--- src/rtl/lcd_seq_pkg.sv ---
package lcd_seq_pkg;

    typedef enum logic [3:0] {
        S_OFF,
        S_RAMP,
        S_SETTLE,
        S_VID_BLACK,
        S_LOCK,
        S_IMG,
        S_ON,
        S_BL_OFF,
        S_BLK_FRAMES,
        S_SHDN,
        S_PANEL_OFF
    } seq_state_e;

    typedef enum logic [1:0] {
        ST_OFF  = 2'd0,
        ST_UP   = 2'd1,
        ST_ON   = 2'd2,
        ST_DOWN = 2'd3
    } seq_status_e;

    typedef struct packed {
        logic panel;
        logic video;
        logic ser;
        logic black;
        logic bl;
    } link_ctl_t;

    function automatic link_ctl_t ctl_of(seq_state_e s);
        link_ctl_t c;
        c = '{panel: 1'b0, video: 1'b0, ser: 1'b0, black: 1'b1, bl: 1'b0};
        case (s)
            S_RAMP, S_SETTLE, S_PANEL_OFF: c.panel = 1'b1;
            S_VID_BLACK, S_SHDN: begin
                c.panel = 1'b1;
                c.video = 1'b1;
            end
            S_LOCK, S_BLK_FRAMES: begin
                c.panel = 1'b1;
                c.video = 1'b1;
                c.ser   = 1'b1;
            end
            S_IMG, S_BL_OFF: begin
                c.panel = 1'b1;
                c.video = 1'b1;
                c.ser   = 1'b1;
                c.black = 1'b0;
            end
            S_ON: begin
                c.panel = 1'b1;
                c.video = 1'b1;
                c.ser   = 1'b1;
                c.black = 1'b0;
                c.bl    = 1'b1;
            end
            default: ;
        endcase
        return c;
    endfunction

    function automatic seq_status_e status_of(seq_state_e s);
        case (s)
            S_OFF:                                    return ST_OFF;
            S_ON:                                     return ST_ON;
            S_RAMP, S_SETTLE, S_VID_BLACK, S_LOCK,
            S_IMG:                                    return ST_UP;
            default:                                  return ST_DOWN;
        endcase
    endfunction

    function automatic int unsigned ceil_div(int unsigned num, int unsigned den);
        return (num + den - 1) / den;
    endfunction

endpackage

--- src/rtl/lcd_us_tick.sv ---
module lcd_us_tick #(
    parameter int CYC_PER_US = 100
) (
    input  logic clk,
    input  logic rst,
    output logic tick
);
    localparam int CW = (CYC_PER_US > 1) ? $clog2(CYC_PER_US) : 1;
    localparam logic [CW-1:0] LAST = CW'(CYC_PER_US - 1);

    logic [CW-1:0] cnt_q;

    always_ff @(posedge clk) begin
        if (rst || cnt_q == LAST) cnt_q <= '0;
        else                      cnt_q <= cnt_q + 1'b1;
    end

    assign tick = (cnt_q == LAST);
endmodule

--- src/rtl/lcd_seq_timer.sv ---
module lcd_seq_timer #(
    parameter int W = 19
) (
    input  logic         clk,
    input  logic         rst,
    input  logic         load,
    input  logic [W-1:0] load_val,
    input  logic         cyc_mode,
    input  logic         tick,
    output logic         expired
);
    logic [W-1:0] cnt_q;
    logic         mode_q;

    always_ff @(posedge clk) begin
        if (rst) begin
            cnt_q  <= '0;
            mode_q <= 1'b0;
        end else if (load) begin
            cnt_q  <= load_val;
            mode_q <= cyc_mode;
        end else if (cnt_q != '0 && (mode_q || tick)) begin
            cnt_q <= cnt_q - 1'b1;
        end
    end

    assign expired = (cnt_q == '0);
endmodule

--- src/rtl/lcd_frame_watch.sv ---
module lcd_frame_watch #(
    parameter int GOAL  = 3,
    parameter int TO_US = 40000
) (
    input  logic clk,
    input  logic rst,
    input  logic clr,
    input  logic en,
    input  logic frame_pulse,
    input  logic us_tick,
    output logic goal_met,
    output logic timed_out
);
    localparam int FW = $clog2(GOAL + 1);
    localparam int TW = $clog2(TO_US + 1);
    localparam logic [FW-1:0] GOAL_V = FW'(GOAL);
    localparam logic [TW-1:0] TO_V   = TW'(TO_US);

    logic [FW-1:0] frames_q;
    logic [TW-1:0] idle_q;

    always_ff @(posedge clk) begin
        if (rst || clr)                                frames_q <= '0;
        else if (en && frame_pulse && frames_q != GOAL_V) frames_q <= frames_q + 1'b1;
    end

    always_ff @(posedge clk) begin
        if (rst || clr)                              idle_q <= '0;
        else if (en && frame_pulse)                  idle_q <= '0;
        else if (en && us_tick && idle_q != TO_V)    idle_q <= idle_q + 1'b1;
    end

    assign goal_met  = (frames_q == GOAL_V);
    assign timed_out = (idle_q == TO_V);
endmodule

--- src/rtl/lcd_pwr_seq.sv ---
module lcd_pwr_seq
    import lcd_seq_pkg::*;
#(
    parameter int CYC_PER_US   = 100,
    parameter int CFG_W        = 18,
    parameter int LOCK_US      = 1001,
    parameter int BLACK_FRAMES = 3,
    parameter int FRAME_TO_US  = 40000
) (
    input  logic             clk,
    input  logic             rst,
    input  logic             pwr_on_req,
    input  logic             pwr_off_req,
    input  logic             frame_start,
    input  logic [CFG_W-1:0] cfg_ramp_us,
    input  logic [CFG_W-1:0] cfg_settle_us,
    input  logic [CFG_W-1:0] cfg_bloff_us,
    output logic             panel_pwr_en,
    output logic             video_en,
    output logic             black_sel,
    output logic             ser_enable,
    output logic             backlight_en,
    output logic [1:0]       seq_status,
    output logic             seq_done,
    output logic             frame_fault
);
    localparam int LOCK_W   = $clog2(LOCK_US + 2);
    localparam int TMR_W    = ((CFG_W > LOCK_W) ? CFG_W : LOCK_W) + 1;
    localparam int SHDN_CYC = ceil_div(CYC_PER_US * 250, 1000);
    localparam logic [TMR_W-1:0] ONE = TMR_W'(1);

    seq_state_e       st_q, st_d;
    logic [CFG_W-1:0] ramp_q, settle_q, bloff_q;
    logic             us_tick;
    logic             tmr_load, tmr_cyc, tmr_exp;
    logic [TMR_W-1:0] tmr_val;
    logic             fw_clr, fw_en, fw_goal, fw_to;
    logic             done_q, fault_q;
    link_ctl_t        ctl;

    lcd_us_tick #(.CYC_PER_US(CYC_PER_US)) u_tick (
        .clk (clk),
        .rst (rst),
        .tick(us_tick)
    );

    lcd_seq_timer #(.W(TMR_W)) u_timer (
        .clk     (clk),
        .rst     (rst),
        .load    (tmr_load),
        .load_val(tmr_val),
        .cyc_mode(tmr_cyc),
        .tick    (us_tick),
        .expired (tmr_exp)
    );

    lcd_frame_watch #(.GOAL(BLACK_FRAMES), .TO_US(FRAME_TO_US)) u_frames (
        .clk        (clk),
        .rst        (rst),
        .clr        (fw_clr),
        .en         (fw_en),
        .frame_pulse(frame_start),
        .us_tick    (us_tick),
        .goal_met   (fw_goal),
        .timed_out  (fw_to)
    );

    // configuration is only captured while idle off
    always_ff @(posedge clk) begin
        if (rst) begin
            ramp_q   <= '0;
            settle_q <= '0;
            bloff_q  <= '0;
        end else if (st_q == S_OFF) begin
            ramp_q   <= cfg_ramp_us;
            settle_q <= cfg_settle_us;
            bloff_q  <= cfg_bloff_us;
        end
    end

    // next-state selection
    always_comb begin
        st_d = st_q;
        case (st_q)
            S_OFF:        if (pwr_on_req) st_d = S_RAMP;
            S_RAMP:       if (pwr_off_req) st_d = S_PANEL_OFF;
                          else if (tmr_exp) st_d = S_SETTLE;
            S_SETTLE:     if (pwr_off_req) st_d = S_PANEL_OFF;
                          else if (tmr_exp) st_d = S_VID_BLACK;
            S_VID_BLACK:  st_d = pwr_off_req ? S_SHDN : S_LOCK;
            S_LOCK:       if (pwr_off_req) st_d = S_BLK_FRAMES;
                          else if (tmr_exp) st_d = S_IMG;
            S_IMG:        st_d = pwr_off_req ? S_BLK_FRAMES : S_ON;
            S_ON:         if (pwr_off_req) st_d = S_BL_OFF;
            S_BL_OFF:     if (tmr_exp) st_d = S_BLK_FRAMES;
            S_BLK_FRAMES: if (fw_goal || fw_to) st_d = S_SHDN;
            S_SHDN:       if (tmr_exp) st_d = S_PANEL_OFF;
            S_PANEL_OFF:  st_d = S_OFF;
            default:      st_d = S_OFF;
        endcase
    end

    // timer and frame-counter arming on entry to a waiting step
    always_comb begin
        tmr_load = 1'b0;
        tmr_val  = '0;
        tmr_cyc  = 1'b0;
        fw_clr   = 1'b0;
        if (st_d != st_q) begin
            case (st_d)
                S_RAMP: begin
                    tmr_load = 1'b1;
                    tmr_val  = TMR_W'(ramp_q) + ONE;
                end
                S_SETTLE: begin
                    tmr_load = 1'b1;
                    tmr_val  = TMR_W'(settle_q) + ONE;
                end
                S_LOCK: begin
                    tmr_load = 1'b1;
                    tmr_val  = TMR_W'(LOCK_US) + ONE;
                end
                S_BL_OFF: begin
                    tmr_load = 1'b1;
                    tmr_val  = TMR_W'(bloff_q) + ONE;
                end
                S_SHDN: begin
                    tmr_load = 1'b1;
                    tmr_cyc  = 1'b1;
                    tmr_val  = TMR_W'(SHDN_CYC);
                end
                S_BLK_FRAMES: fw_clr = 1'b1;
                default: ;
            endcase
        end
    end

    assign fw_en = (st_q == S_BLK_FRAMES);

    always_ff @(posedge clk) begin
        if (rst) begin
            st_q    <= S_OFF;
            done_q  <= 1'b0;
            fault_q <= 1'b0;
        end else begin
            st_q   <= st_d;
            done_q <= (st_d != st_q) && (st_d == S_ON || st_d == S_OFF);
            if (st_q == S_OFF && pwr_on_req)
                fault_q <= 1'b0;
            else if (st_q == S_BLK_FRAMES && fw_to && !fw_goal)
                fault_q <= 1'b1;
        end
    end

    assign ctl          = ctl_of(st_q);
    assign panel_pwr_en = ctl.panel;
    assign video_en     = ctl.video;
    assign ser_enable   = ctl.ser;
    assign black_sel    = ctl.black;
    assign backlight_en = ctl.bl;
    assign seq_status   = status_of(st_q);
    assign seq_done     = done_q;
    assign frame_fault  = fault_q;
endmodule

--- config.mk ---
export PLATFORM = sky130hd
export DESIGN_NAME = lcd_pwr_seq
export DESIGN_NICKNAME = d
export VERILOG_FILES = /design/src/rtl/lcd_seq_pkg.sv /design/src/rtl/lcd_us_tick.sv /design/src/rtl/lcd_seq_timer.sv /design/src/rtl/lcd_frame_watch.sv /design/src/rtl/lcd_pwr_seq.sv
export SDC_FILE = /design/constraint.sdc
export NUM_CORES = 1
export LEC_CHECK = 0
export BUFFER_PORTS_ARGS = -buffer_cell sky130_fd_sc_hd__clkbuf_2
export CAP_MARGIN = 0
export CORE_MARGIN = 2
export CORE_UTILIZATION = 40
export DETAILED_ROUTE_END_ITERATION = 6
export SLEW_MARGIN = 25
export SYNTH_ARGS = -nofsm -noshare
export SYNTH_HDL_FRONTEND = slang
export SYNTH_SLANG_ARGS = --single-unit
--- constraint.sdc ---
create_clock -name clk -period 11.75 [get_ports clk]
set_clock_uncertainty 0.05 [all_clocks]
set_input_delay 2.35 -clock clk [delete_from_list [all_inputs] [get_ports clk]]
set_output_delay 2.35 -clock clk [all_outputs]
set_load 0.01 [all_outputs]
Word level (Yosys, flattened, before mapping)
Index checks and enable logic that the tools add are counted.

operators by class
  add/subtract/negate cells = 7
  eq/ne operators = 23
  muxes and demuxes = 30
  reduce and logical (&&, ||, !) cells = 28

operators by type and width
  cell                                                                   count
  19-bit case mux with 5 select lines                                    1
  18-bit by 1-bit adder with 19-bit output, second input constant        3
  19-bit 2-to-1 mux                                                      3
  4-bit 2-to-1 mux                                                       13
  4-bit case mux with 10 select lines                                    1
  4-bit by 3-bit equality test with 1-bit output, second input constant  7
  4-bit equality test, second input constant                             5
  19-bit zero test                                                       1
  19-bit nonzero test                                                    1
  19-bit by 1-bit subtractor with 19-bit output, second input constant   1
  16-bit by 1-bit adder with 16-bit output, second input constant        1
  16-bit equality test, second input constant                            1
  16-bit != test, second input constant                                  1
  5-bit OR reduction                                                     3
  4-bit by 2-bit equality test with 1-bit output, second input constant  3
  1-bit 2-to-1 mux                                                       11
  10-bit OR reduction                                                    1
  1-bit logical AND                                                      9
  4-bit by 1-bit equality test with 1-bit output, second input constant  2
  4-bit zero test                                                        2
  7-bit by 1-bit adder with 7-bit output, second input constant          1
  7-bit equality test, second input constant                             1
  7-bit OR reduction                                                     1
  2-bit case mux with 3 select lines                                     1
  other kinds (9)                                                        14

storage, ports and cells
  register bits after elaboration = 105
  bits of input ports = 59
  output and inout port bits = 9
  logic and storage cells = 99

Depth between registers and ports, before layout
  depth after elaboration = 9
  gate-level depth with buffers = 16
  mapped depth without buffers = 14

Cells and area by module
A second synthesis with hierarchy kept.

unflattened totals
  cell total of the unflattened synthesis = 784
  area total of the unflattened synthesis = 6159.7 µm²

modules (own cells, without submodules)
  module           instances  cells each  area each (µm²)  seq. area each (µm²)
  lcd_pwr_seq      1          511         3697.3           1201.2
  lcd_seq_timer    1          137         1251.2           400.4
  lcd_frame_watch  1          103         904.6            360.3
  lcd_us_tick      1          33          306.5            140.1

Worst setup path before layout
OpenSTA, ideal clock, no wires.

  path kind = input to register
  from = input port pwr_off_req
  to = register u_timer.cnt_q[8]
  library setup time = 117 ps
  arrival = 5314 ps
  data required time = 11583 ps
  path slack = 6269 ps
  stages = 15
  path buffers = 3
  path through = clkbuf_1 > nor2b_1 > and4b_1 > o32ai_1 > and4_4 > mux2_4 > buf_6 > buf_2 > nand2_1 > o21ai_0 > ha_1 > nand3_1 > or3_1 > a31o_1 > a32o_1

between the ends
  word-level cells in the longest chain between the ends = 7
  elaborated cells between the ends (all ways) = 20
  classes of those cells = eq/ne: 6; mux: 12; reduce/logical: 2

RTL lines
  what                                                            line                 source
  start: declaration                                              lcd_pwr_seq.sv:13    input logic pwr_off_req,
  4-bit 2-to-1 mux, or another cell as far along                  lcd_pwr_seq.sv:94    S_ON: if (pwr_off_req) st_d = S_BL_OFF;
  4-bit case mux with 10 select lines *                           lcd_pwr_seq.sv:84    case (st_q)
  4-bit equality test, or another cell as far along               lcd_pwr_seq.sv:110   case (st_d)
  5-bit OR reduction (no line)                                    --
  1-bit 2-to-1 mux                                                lcd_pwr_seq.sv:110
  1-bit 2-to-1 mux                                                lcd_pwr_seq.sv:109   if (st_d != st_q) begin
  19-bit 2-to-1 mux / 2-bit nonzero test (equally long branches)  --
  end signal: assignment                                          lcd_seq_timer.sv:20  cnt_q <= load_val;
  end signal: assignment                                          lcd_seq_timer.sv:23  cnt_q <= cnt_q - 1'b1;
  end: declaration                                                lcd_seq_timer.sv:12  logic [W-1:0] cnt_q;

Mark *: on every way between the ends. The rest lies on a longest branch, timed or not.
A chain may end at the register's enable or synchronous reset.

Worst setup path in the final report
  from = input port pwr_off_req
  to = register u_timer.cnt_q[5]

Same word-level chain as after synthesis.

==> metrics.sh <==
RUN_STATUS='finished, final reports clean'
SLOWEST_DELAY_NS=0.74
GRT.OVERFLOW.TOTAL=0
CP_NUM_BUF_INV=1
SYNTH_COMPOUND_GATE_AREA_SHARE=0.205
PREDOMINANT_POST_SYNTHESIS_FLOP_CELL='sky130_fd_sc_hd__dfxtp_1'
YS_WARN_COUNT=0
FLOORPLAN.INITIALDENSITY=0.404
FINAL.MIN_CLOCK_PERIOD_NS=6.02
CP_TOP_FAMILY='compound AO/OA/AOI/OAI gates'
FINAL_MAX_SLEW_VIOL_COUNT=0
SYNTH.FF_LATCH_COUNT=105
SYNTH_CELLS=759
CRITICAL_PATH.SLOWEST_CELL='sky130_fd_sc_hd__a21oi_1'
GRT_PASS1_VIAS=5344
P_TOTAL_mW=1.52
WORST_HOLD_PATH_TYPE='reg -> reg'
PATH_CLK_SLEW_NS=0.08
LEAK_nW=2.57
POST_SYNTH_XOR_AREA_FRACTION=0.0618
SYNTHESIS.AREA_UM2=5810
WORSTSKEWPAIRLATENCY_NS=0.36
NETLIST.TOP_CELL.BY_AREA='sky130_fd_sc_hd__dfxtp_1'
ANT_NETS=0
SYNTH_EDF_COUNT=0
CTS_RESIZED=0
ANTENNA_FOUND_INITIAL=0
ASYNC_RESET_FF_FRAC=0
YOSYSSEQAREASHARE=0.362
NUMBER_OF_DISTINCT_LIBRARY_CELLS_AFTER_SYNTHESIS=79
SYNTH.TOP_CELL.AREA_SHARE=0.362
RSZ0062_AT_GRT='false'
VIAS_PER_CELL=5.62
SYNTHSIMPLEGATEAREAFRAC=0.290
CTS.SINK_COUNT=105
WORST_SLEW_MARGIN_REL=0.387
CTS_BUFFERS=9
PERIOD_SHARE=0.513
GRTUSAGETOTAL=0.203
HOLD_BUFFERS=0
SYNTHTOLAYOUTAREAGROWTH_PCT=12.3
GRT_MAX_DEGREE=77
CTS-ROOT-TO-SINK-BUFFERS=2
POST_CTS_BUFFERS=0
WORSTSETUPSTARTPOINTTYPE='primary input'
WORST_SETUP_PATH_END_KIND='flop'
FIN_NETS=863
ROUTED_WL_UM=15600
FINAL.SETUP.TNS_NS=0
FINAL_LAYOUT_SIZE_SUFFIX_GT1_FRAC=0.142
TRITONCTS='yes'
CRIT_REQUIRED_NS=11.91
MAX-CAP-VIOLATIONS=0
SYNTHESIZED_NET_COUNT=824
VERT_DIE_DIM_UM=125
NUM_IO_PINS=68
DETAIL_ROUTE.ITER0.VIOLATIONS=360
H-TREE-DEPTH=3
CRIT_CHAIN='clkbuf_2, o21ai_0, a21oi_1, a21oi_1, o21ai_1, mux2_4, a21oi_1, nor2_1, a31oi_1, a31o_2, a21oi_1'
NETLIST_TOP_CELLS_AREA='sky130_fd_sc_hd__dfxtp_1 (36%), sky130_fd_sc_hd__nand2_1 (11%), sky130_fd_sc_hd__a21oi_1 (7.1%), sky130_fd_sc_hd__nor2_1 (3.9%), sky130_fd_sc_hd__xnor2_1 (3.2%)'
IO_BUFFER_COUNT=67
INTERNAL_POWER_mW=0.831
P_COMB_FRAC=0.469
FILLER_CELL_COUNT=1461
DIE-WIDTH_UM=125
CRITICAL_PATH.MAX_FANOUT=22
WHS_NS=0.393
SETUP_VIOL=0
ARRIVAL_NS=6.18
DRT_PRE_ANTENNA_ITERS=5
NUM_ANTENNA_CELLS=0
CORE_AREA_UM2=14400
POWER.CLOCK.FRACTION=0.204
POWER_DENSITY_nW_PER_UM2=234
DETAIL_ROUTE.WL_PER_CELL_UM=15.8
FP.DIEAREA_UM2=15500
TIMING.FINAL.HOLD_VIOLATIONS=0
P_SW_mW=0.693
FRACTION_OF_SYNTHESIZED_AREA_IN_MULTIPLEXERS=0.0239
FLOORPLAN.ROWS=44
CTS-ROOT-BUF='sky130_fd_sc_hd__clkbuf_16'
DRT_DRC_VIOLATIONS_LEFT=0
WORST_IR_DROP_VDD_mV=0.0979
POWER.SEQUENTIAL.FRACTION=0.327
YOSYS.AREA_SHARE.ADDER=0.0129
POST-DP-HPWL_UM=11500
CRIT_TOP_CELL='sky130_fd_sc_hd__a21oi_1'
SYNTH_TOP_FAMILY_BY_AREA='simple AND/OR/NAND/NOR gates'
SYN-MEAN-INSTANCE-AREA_UM2=7.66
ROUTABILITYCONGESTION=0.882
MAXIMUM_OPERATING_FREQUENCY_MHz=166
CRITPATHKIND='in -> reg'
MAX_SLEW.WORST_PIN.SLEW_NS=0.914
NUM_VIAS=5547
GRT_PASS1_WL_UM=26200
POWER.SHARE.SWITCHING=0.455
==> through the flow <==
stage,util,setup WS [ns],instances,cell area [um2]
2_1_floorplan,-,6.27,759,5810
3_3_place_gp,0.433,5.66,971,6220
3_5_place_dp,0.433,5.42,971,6220
4_1_cts,0.454,5.78,987,6530
5_1_grt,0.454,5.38,987,6530
6_report,0.454,5.73,987,6530
==> worst reg2reg max path, cell delays in order (launching register included) <==
cell and delay, ns:
sky130_fd_sc_hd__dfxtp_1 0.33, sky130_fd_sc_hd__inv_1 0.09, sky130_fd_sc_hd__ha_1 0.20, sky130_fd_sc_hd__nor3b_1 0.73
sky130_fd_sc_hd__nand4_1 0.47, sky130_fd_sc_hd__o32ai_2 0.44, sky130_fd_sc_hd__o21ai_1 0.34, sky130_fd_sc_hd__mux2_4 0.53
sky130_fd_sc_hd__a21oi_1 0.74, sky130_fd_sc_hd__nor2_1 0.29, sky130_fd_sc_hd__a31oi_1 0.26, sky130_fd_sc_hd__a31o_2 0.13
sky130_fd_sc_hd__a21oi_1 0.06
==> routing by layer <==
metal  track usage  part of all wire
met3        0.0382             0.045
met4        0.0635             0.020
met2         0.330              0.47
met5             0                 0
met1         0.274              0.47
==> sequential cells by signal (all words and copies together), names as in the netlist, 2 cells and up <==
name and flops:
u_timer.cnt_q 19, bloff_q 18, ramp_q 18, settle_q 18
u_frames.idle_q 16, u_tick.cnt_q 7, st_q 4, u_frames.frames_q 2
==> power groups by stage <==
stage | clock network [mW] | logic, mW | registers (mW)
6_report | 0.311 | 0.715 | 0.498
5_1_grt | 0.335 | 0.798 | 0.508
4_1_cts | 0.319 | 0.715 | 0.497
3_5_place_dp | 0 | 0.710 | 0.506
3_3_place_gp | 0 | 0.695 | 0.503
2_1_floorplan | 0 | 0.571 | 0.475
==> final cells by class <==
class / count / area [um2] / area share
Multi-Input combinational cell: 592 / 3450 / 0.529
Sequential cell: 105 / 2100 / 0.322
Timing Repair Buffer: 71 / 365 / 0.0560
Clock buffer: 10 / 239 / 0.0366
Tap cell: 184 / 230 / 0.0353
Inverter: 19 / 71.3 / 0.0109
Clock inverter: 6 / 63.8 / 0.00978
==> path summary, 6_finish.rpt <==
| path | start | endpoint | cells after the start | slack (ns) |
|---|---|---|---|---|
| worst max-delay path | pwr_off_req | u_timer.cnt_q[5]$_SDFFE_PP0P_ | 11 | 5.73 |
| worst min-delay path | u_tick.cnt_q[0]$_SDFF_PP0_ | u_tick.cnt_q[0]$_SDFF_PP0_ | 1 | 0.39 |
| worst max register to register | u_timer.cnt_q[0]$_SDFFE_PP0P_ | u_timer.cnt_q[5]$_SDFFE_PP0P_ | 12 | 6.95 |
| worst min register to register | u_tick.cnt_q[0]$_SDFF_PP0_ | u_tick.cnt_q[0]$_SDFF_PP0_ | 1 | 0.39 |
==> synth_stat cells, drive strengths merged, types with 5 or more instances <==
cell type	n
clkbuf	32
nand2	167
nor2b	6
mux2i	9
dfxtp	105
a221o	8
nor4	12
nor2	61
buf	11
o21ai	21
ha	6
a21oi	82
a31oi	8
a211oi	5
and3	12
inv	18
nor3	24
xor2	20
nand4	14
nand3	24
or2	6
xnor2	21
o32ai	6
==> logic make-up after synthesis <==
family                     Yosys count
and+or+nand+nor                    355
AOI/OAI and AO/OA                  177
buffers and inverters               62
adders and majority gates            6
DFF                                105
xor gates and xnor gates            41
muxes                               13
==> layout by cell type, fill, tap and decap left out, types with 9 or more instances in the layout <==
master                      Yosys  layout
sky130_fd_sc_hd__nand3_1       24      24
sky130_fd_sc_hd__nand2_1      167     167
sky130_fd_sc_hd__xor2_1        20      20
sky130_fd_sc_hd__o21ai_0       19      19
sky130_fd_sc_hd__inv_1         18      18
sky130_fd_sc_hd__nor4_1        12      12
sky130_fd_sc_hd__xnor2_1       21      21
sky130_fd_sc_hd__dfxtp_1      105     105
sky130_fd_sc_hd__nor2_1        60      60
sky130_fd_sc_hd__nor3_1        23      22
sky130_fd_sc_hd__clkbuf_16      0       9
sky130_fd_sc_hd__a21oi_1       82      82
sky130_fd_sc_hd__clkbuf_2       0      67
sky130_fd_sc_hd__and3_1        12      12
sky130_fd_sc_hd__mux2i_1        9       9
sky130_fd_sc_hd__nand4_1       13      13
No activity file was read; power rests on OpenSTA's default activity.
